## src/rtl/rf2w_pkg.sv

```systemverilog
package rf2w_pkg;
   localparam int RF_REGS_DEFAULT = 32;
   localparam int RF_WIDTH_DEFAULT = 32;

   typedef enum logic {
      SRC_PORT1 = 1'b0,
      SRC_PORT2 = 1'b1
   } rf_src_e;

   function automatic rf_src_e pick_source(input logic sel2);
      return sel2 ? SRC_PORT2 : SRC_PORT1;
   endfunction
endpackage

```

## src/rtl/rf2w_decoder.sv

```systemverilog
module rf2w_decoder #(
   parameter int NUM_REGS = 32,
   parameter int LO_INDEX = 1,
   localparam int ADDR_W = $clog2(NUM_REGS)
) (
   input  logic                       en,
   input  logic [ADDR_W-1:0]          addr,
   output logic [NUM_REGS-1:LO_INDEX] hit
);
   for (genvar i = LO_INDEX; i < NUM_REGS; i++) begin : g_line
      assign hit[i] = en && (addr == ADDR_W'(i));
   end
endmodule

```

## src/rtl/rf2w_cell.sv

```systemverilog
module rf2w_cell
   import rf2w_pkg::*;
#(
   parameter int DATA_W = 32
) (
   input  logic              clk,
   input  logic              rst_n,
   input  logic              sel1,
   input  logic              sel2,
   input  logic [DATA_W-1:0] d1,
   input  logic [DATA_W-1:0] d2,
   output logic [DATA_W-1:0] q
);
   logic              load;
   rf_src_e           src;
   logic [DATA_W-1:0] next_d;

   assign load = sel1 | sel2;
   assign src  = pick_source(sel2);

   always_comb begin
      unique case (src)
         SRC_PORT2: next_d = d2;
         default:   next_d = d1;
      endcase
   end

   always_ff @(posedge clk or negedge rst_n) begin
      if (!rst_n)
         q <= '0;
      else if (load)
         q <= next_d;
   end
endmodule

```

## src/rtl/rf2w_rdport.sv

```systemverilog
module rf2w_rdport #(
   parameter int NUM_REGS = 32,
   parameter int DATA_W = 32,
   localparam int ADDR_W = $clog2(NUM_REGS)
) (
   input  logic [NUM_REGS-1:0][DATA_W-1:0] regs,
   input  logic [ADDR_W-1:0]               addr,
   output logic [DATA_W-1:0]               data
);
   assign data = regs[addr];
endmodule

```

## src/rtl/rf2w_regfile.sv

```systemverilog
module rf2w_regfile
   import rf2w_pkg::*;
#(
   parameter int NUM_REGS = RF_REGS_DEFAULT,
   parameter int DATA_W = RF_WIDTH_DEFAULT,
   parameter bit ZERO_REG = 1'b1,
   localparam int ADDR_W = $clog2(NUM_REGS)
) (
   input  logic              clk,
   input  logic              rst_n,
   input  logic              w1_en,
   input  logic [ADDR_W-1:0] w1_addr,
   input  logic [DATA_W-1:0] w1_data,
   input  logic              w2_en,
   input  logic [ADDR_W-1:0] w2_addr,
   input  logic [DATA_W-1:0] w2_data,
   input  logic [ADDR_W-1:0] r1_addr,
   output logic [DATA_W-1:0] r1_data,
   input  logic [ADDR_W-1:0] r2_addr,
   output logic [DATA_W-1:0] r2_data
);
   localparam int LO_INDEX = ZERO_REG ? 1 : 0;

   if (NUM_REGS < 2 || (1 << ADDR_W) != NUM_REGS) begin : g_bad_count
      $error("rf2w_regfile: NUM_REGS must be a power of two, at least 2");
   end
   if (DATA_W < 1) begin : g_bad_width
      $error("rf2w_regfile: DATA_W must be positive");
   end

   logic [NUM_REGS-1:LO_INDEX]      hit1;
   logic [NUM_REGS-1:LO_INDEX]      hit2;
   logic [NUM_REGS-1:0][DATA_W-1:0] regs;

   rf2w_decoder #(.NUM_REGS(NUM_REGS), .LO_INDEX(LO_INDEX)) u_dec1 (
      .en(w1_en), .addr(w1_addr), .hit(hit1)
   );
   rf2w_decoder #(.NUM_REGS(NUM_REGS), .LO_INDEX(LO_INDEX)) u_dec2 (
      .en(w2_en), .addr(w2_addr), .hit(hit2)
   );

   for (genvar i = 0; i < NUM_REGS; i++) begin : g_reg
      if (ZERO_REG && i == 0) begin : g_const
         assign regs[i] = '0;
      end else begin : g_store
         rf2w_cell #(.DATA_W(DATA_W)) u_cell (
            .clk(clk), .rst_n(rst_n),
            .sel1(hit1[i]), .sel2(hit2[i]),
            .d1(w1_data), .d2(w2_data),
            .q(regs[i])
         );
      end
   end

   rf2w_rdport #(.NUM_REGS(NUM_REGS), .DATA_W(DATA_W)) u_rd1 (
      .regs(regs), .addr(r1_addr), .data(r1_data)
   );
   rf2w_rdport #(.NUM_REGS(NUM_REGS), .DATA_W(DATA_W)) u_rd2 (
      .regs(regs), .addr(r2_addr), .data(r2_data)
   );
endmodule

```

## config.mk

```make
export PLATFORM = sky130hd
export DESIGN_NAME = rf2w_regfile
export DESIGN_NICKNAME = d
export VERILOG_FILES = /design/src/rtl/rf2w_pkg.sv /design/src/rtl/rf2w_decoder.sv /design/src/rtl/rf2w_cell.sv /design/src/rtl/rf2w_rdport.sv /design/src/rtl/rf2w_regfile.sv
export SDC_FILE = /design/constraint.sdc
export NUM_CORES = 2
export LEC_CHECK = 0
export BUFFER_PORTS_ARGS = -buffer_cell sky130_fd_sc_hd__buf_2
export CAP_MARGIN = 20
export CORE_AREA = 2 2 323 325
export CTS_BUF_LIST = sky130_fd_sc_hd__clkbuf_4 sky130_fd_sc_hd__clkbuf_8
export CTS_CLUSTER_DIAMETER = 30
export CTS_CLUSTER_SIZE = 25
export DETAILED_ROUTE_END_ITERATION = 8
export DIE_AREA = 0 0 325 327
export PLACE_DENSITY_LB_ADDON = 0.2
export SLEW_MARGIN = 20
export SYNTH_ARGS = -nofsm -noshare
export SYNTH_HDL_FRONTEND = slang
export SYNTH_SLANG_ARGS = --single-unit
```

## constraint.sdc

```tcl
create_clock -name clk -period 2.6 [get_ports clk]
set_input_delay 0.26 -clock clk [delete_from_list [all_inputs] [get_ports clk]]
set_output_delay 0.26 -clock clk [all_outputs]
set_load 0.02 [all_outputs]
```

# Word level (Yosys, flattened, before mapping)
# Cells that the tools add are included.
[classes]
eq_ne = 62
mux = 66
reduce_logical = 62
order_cmp = 2
bitwise = 31
[ops]
columns = ["cell", "count"]
rows = [
  ["$mux 32", 33],
  ["$bmux 32 s5", 2],
  ["$eq 5x5->1 const B", 32],
  ["$eq 5x4->1 const B", 16],
  ["$logic_and 1x1->1", 62],
  ["$eq 5x3->1 const B", 8],
  ["$mux 1", 31],
  ["$or 1x1->1", 31],
  ["$eq 5x2->1 const B", 4],
  ["$lt 5x6->1 const B", 2],
  ["$eq 5x1->1 const B", 2],
]
[word_totals]
reg_bits = 992
word_cells = 254
in_bits = 88

# Depth between registers and ports, before layout
[logic_depth]
depth_word = 4
depth_mapped = 9
mapped_depth_nobuf = 4

# Hierarchy
# Synthesis repeated with hierarchy kept, for this count alone.
[unflattened]
cells_unflattened = 6718
area_unflattened_um2 = 65202.5
[by_module_without_submodules]
columns = ["module", "cells_per_inst", "instances", "seq_area_each_um2", "area_per_inst_um2"]
rows = [
  ["rf2w_cell", 139, 31, 800.8, 1515.2],
  ["rf2w_rdport", 1158, 2, 0.0, 8887.3],
  ["rf2w_decoder", 46, 2, 0.0, 226.5],
  ["rf2w_regfile", 1, 1, 0.0, 3.8],
]

# Least setup slack after synthesis
# Ideal clock, no wire load.
[synth_path]
path_kind = "input-to-output"
start = "input r2_addr[0]"
end = "output r2_data[10]"
stages = 9
t_arrival_ns = 1.857
n_path_buf = 5
slack_ns = 0.483
required_time_ns = 2.340
path_cell_list = "buf_4 -> buf_6 -> buf_6 -> buf_6 -> buf_4 -> mux2i_1 -> o22ai_1 -> a211oi_1 -> o31ai_1"
[synth_between]
elab_chain_cells = 2
[synth_rtl]
columns = ["item", "line", "text"]
rows = [
  ["start, declared", "rf2w_regfile.sv:19", "input logic [ADDR_W-1:0] r2_addr,"],
  ["$bmux 32 s5", "rf2w_rdport.sv:10", "assign data = regs[addr];"],
  ["$mux 32 (implied by the code)", "rf2w_rdport.sv:10", ""],
  ["end, declared", "rf2w_regfile.sv:20", "output logic [DATA_W-1:0] r2_data"],
]
# No other way between the ends. The select of a mux whose other input is x is not followed.

# Worst setup path in the final report
[layout_path]
start = "register g_reg[28].g_store.u_cell.q[25]"
end = "output r2_data[25]"
[layout_between]
elab_chain_cells = 2
[layout_rtl]
columns = ["item", "line", "text"]
rows = [
  ["start, declared", "rf2w_cell.sv:12", "output logic [DATA_W-1:0] q"],
  ["start signal, assigned", "rf2w_cell.sv:32", "q <= next_d;"],
  ["$bmux 32 s5", "rf2w_rdport.sv:10", ""],
  ["$mux 32 (implied by the code)", "rf2w_rdport.sv:10", ""],
]
# No other way between the ends. The select of a mux whose other input is x is not followed.

==> results.toml <==
[drt]
drc = 0
num_vias = 53900
wl_met2_um = 101000
dr_wl_met3_um = 35700
vias_per_cell = 7.02
avgRoutedWirePerCell_um = 31.3
drtPass1Iterations = 8
met1Wirelength_um = 85800
first_iter_violations = 7534
routed.top_layer = "met5"
drt-total-wl_um = 240000
antenna_left = 0

[grt]
grt_overflow = 0
grt_pass1_vias = 53100
grt.total_usage_pct = 44.8
grt_max_degree = 101
antenna_found_initial = 20
grt_first_pass_wirelength_um = 351000

[logic_synthesis]
synth-warning-count = 0
netlist_area_um2 = 62200
synth_ff_type = "dfrtp_1"
syn_nets = 6024
avgSynthCellArea_um2 = 10.5
synthCells = 5936
synthArstFlopShare_pct = 100
ys_seq_area_share_pct = 39.9
synth_edf_count = 0
synth_seq_cells = 992
yosysUniqueCellTypes = 36

[timing]
tightest_slew_ns = 0.875
rsz0062_at_grt = "yes"
max_freq_ghz = 0.340
fin_ws_ns = -0.343
fin_tns_setup_ns = -13.78
post-route-period-util_pct = 113
finalCriticalPeriod_ns = 2.94
slew_viol_final = 0
holdWs_ns = 0.0588
skew_ns = 0
maxSlewHeadroom_pct = 41.7
setup_viol = 64
hold_viol_final = 0

[run_status]
violations = "setup timing"
status = "finished, violations left"

[critical_path]
r2r_slack_ns = 1.14
cp.depth = 5
crit_end = "r2_data[25]"
cp_data_required_time_ns = 2.34
critPathLaunchType = "register"
critPathMaxStageDelay_ns = 0.47
critPathLaunch = "g_reg[28].g_store.u_cell.q[25]$_DFFE_PN0P_"
worstPathArrival_ns = 2.68
crit_slowest_cell = "mux4_2"
timing.rr.end = "g_reg[24].g_store.u_cell.q[22]$_DFFE_PN0P_"
r2r-start = "g_reg[24].g_store.u_cell.q[22]$_DFFE_PN0P_"
cp-end-kind = "output pin"
worst-setup-path-type = "reg -> out"
worstPathMaxFanout = 3
cp_top_family = "compound AO/OA/AOI/OAI gates"
crit_path_cell_trace = "mux4_2 > a22o_1 > o21ai_4 > o31ai_4 > buf_6"
cp_num_buf_inv = 1
rr_worst_depth = 4

[layout]
fill_cells = 7033
syn2layout_area_growth_pct = 19.7
postLayoutCoreUtil_pct = 72.3
nets = 6177
layout-drive-gt1-share_pct = 25.8
largest_reg_flops = 992
regMostFlops = "g.g_store.u_cell.q"
reg_top3 = "g.g_store.u_cell.q: 992 flops"

[clock_tree]
h-tree-depth = 4
root_buffer = "clkbuf_8"
clk_pin_slew_worst_paths_ns = 0.06
clockBufferDepth = 3
insertion_delay_ns = 0.90
cts_tree = "done"
numCtsBuffers = 221
clock-sinks = 992

[placement]
gp_congestion = 0.946
port_buffers = 151
dp_hpwl_um = 147000
pre_cts_slack_ns = -0.312

[die]
rows = 118
die_w_um = 325
io_pins = 152
dieArea_um2 = 106000
die_h_um = 327
start_util_pct = 60.4
core-area_um2 = 103000

[power]
vdd_ir_drop_max_mv = 0.653
power.leakage_uw = 0.0327
finalPower_uw = 59200
power.density_nw_per_um2 = 795

[worst_hold_path]
hold_class = "in -> reg"

[run]
cap_violations = 0
[layer usage]
layer | GRT usage [%] | vias to the layer above
li1 | - | 22100
met4 | 28.3 | 14
met2 | 63.6 | 4401
met5 | 0 | -
met1 | 58.2 | 26200
met3 | 16.4 | 1138
[cells in the final DEF (no fill, tap or decap), types with 42 or more instances in the layout]
cell / Yosys / layout
mux2i_1: 1184 / 1182
dfrtp_1: 992 / 992
nor2_1: 537 / 514
a21oi_1: 512 / 512
nand2_1: 508 / 482
o21ai_0: 475 / 475
mux4_2: 384 / 384
buf_4: 58 / 276
clkbuf_8: 0 / 243
a22o_1: 192 / 189
buf_12: 0 / 144
dlygate4sd3_1: 0 / 94
buf_2: 129 / 83
and2_1: 70 / 65
o22ai_1: 64 / 64
mux2_2: 64 / 62
a211oi_1: 64 / 50
o21ai_2: 0 / 42
[worst min-delay path, delay by kind of cell]
kind	cells	cell delay, ns
AOI/OAI and AO/OA	1	0.08
muxes	1	0.23
buffers and inverters	1	0.35
[final cells by class]
type / instances / area (um^2) / share of cell area, %
Multi-Input combinational cell: 4234 / 35700 / 48.0
Sequential cell: 992 / 24800 / 33.3
Timing Repair Buffer: 638 / 6790 / 9.12
Clock buffer: 271 / 3550 / 4.78
Clock inverter: 143 / 1790 / 2.40
Tap cell: 1380 / 1730 / 2.32
Antenna cell: 12 / 30.0 / 0.0403
Inverter: 2 / 7.51 / 0.0101
[report_power, final]
part	leakage, uW	switching (uW)	internal (uW)
Clock	0.00265	8530	12300
Sequential	0.0121	3390	19600
Combinational	0.0180	7150	8210
[kinds of logic (layout without fill, tap and decap cells)]
group           after synthesis  count (layout)  synth area share, %
mux                        1632            1632                 34.1
compound gates             1440            1440                 13.4
simple gates               1162            1162                 7.62
flops                       992             992                 39.9
buf+inv                     710            1054                 4.96
other cells                   0              12                    0
[Yosys cell counts (all sizes together), types with 8 or more instances]
cell | n | share of area (%)
mux2i | 1184 | 19
o31ai | 64 | 0.77
nor2b | 13 | 0.13
a211oi | 64 | 0.77
mux2 | 64 | 1.2
nand2 | 508 | 3.1
nor2 | 540 | 3.3
dfrtp | 992 | 40
o22ai | 64 | 0.64
and2 | 70 | 0.70
buf | 208 | 1.9
a22o | 192 | 2.7
a21oi | 512 | 4.1
clkbuf | 500 | 3.0
nand2b | 8 | 0.080
o21ai | 544 | 4.4
mux4 | 384 | 14
[how the worst min path moves through the flow]
stage / startpoint / end / slack (ns) / cells after the start
CTS: w1_data[28] / g_reg[1].g_store.u_cell.q[28]$_DFFE_PN0P_ / 0.003 / 3
global route: w1_data[28] / g_reg[2].g_store.u_cell.q[28]$_DFFE_PN0P_ / 0.06 / 3
finish: w1_data[28] / g_reg[2].g_store.u_cell.q[28]$_DFFE_PN0P_ / 0.06 / 3
detailed placement: rst_n / g_reg[9].g_store.u_cell.q[28]$_DFFE_PN0P_ / 0.25 / 1
floorplan: rst_n / g_reg[10].g_store.u_cell.q[0]$_DFFE_PN0P_ / -0.04 / 0
global placement: rst_n / g_reg[9].g_store.u_cell.q[28]$_DFFE_PN0P_ / 0.25 / 1
[through the flow]
step / area, um^2 / std cells
2_1_floorplan: 62200 / 5936
3_3_place_gp: 66700 / 7128
3_5_place_dp: 66700 / 7128
4_1_cts: 74100 / 7645
5_1_grt: 74400 / 7661
6_report: 74400 / 7672
[what timing repair did]
item                       4_1_cts  5_1_grt
pin swaps                      131       52
hold endpoints to repair      1929        0
gates resized for setup        229       47
setup endpoints to repair       64       64
hold buffers                    95        0
setup buffers                   22       16
(Power assumes the default switching activity.)
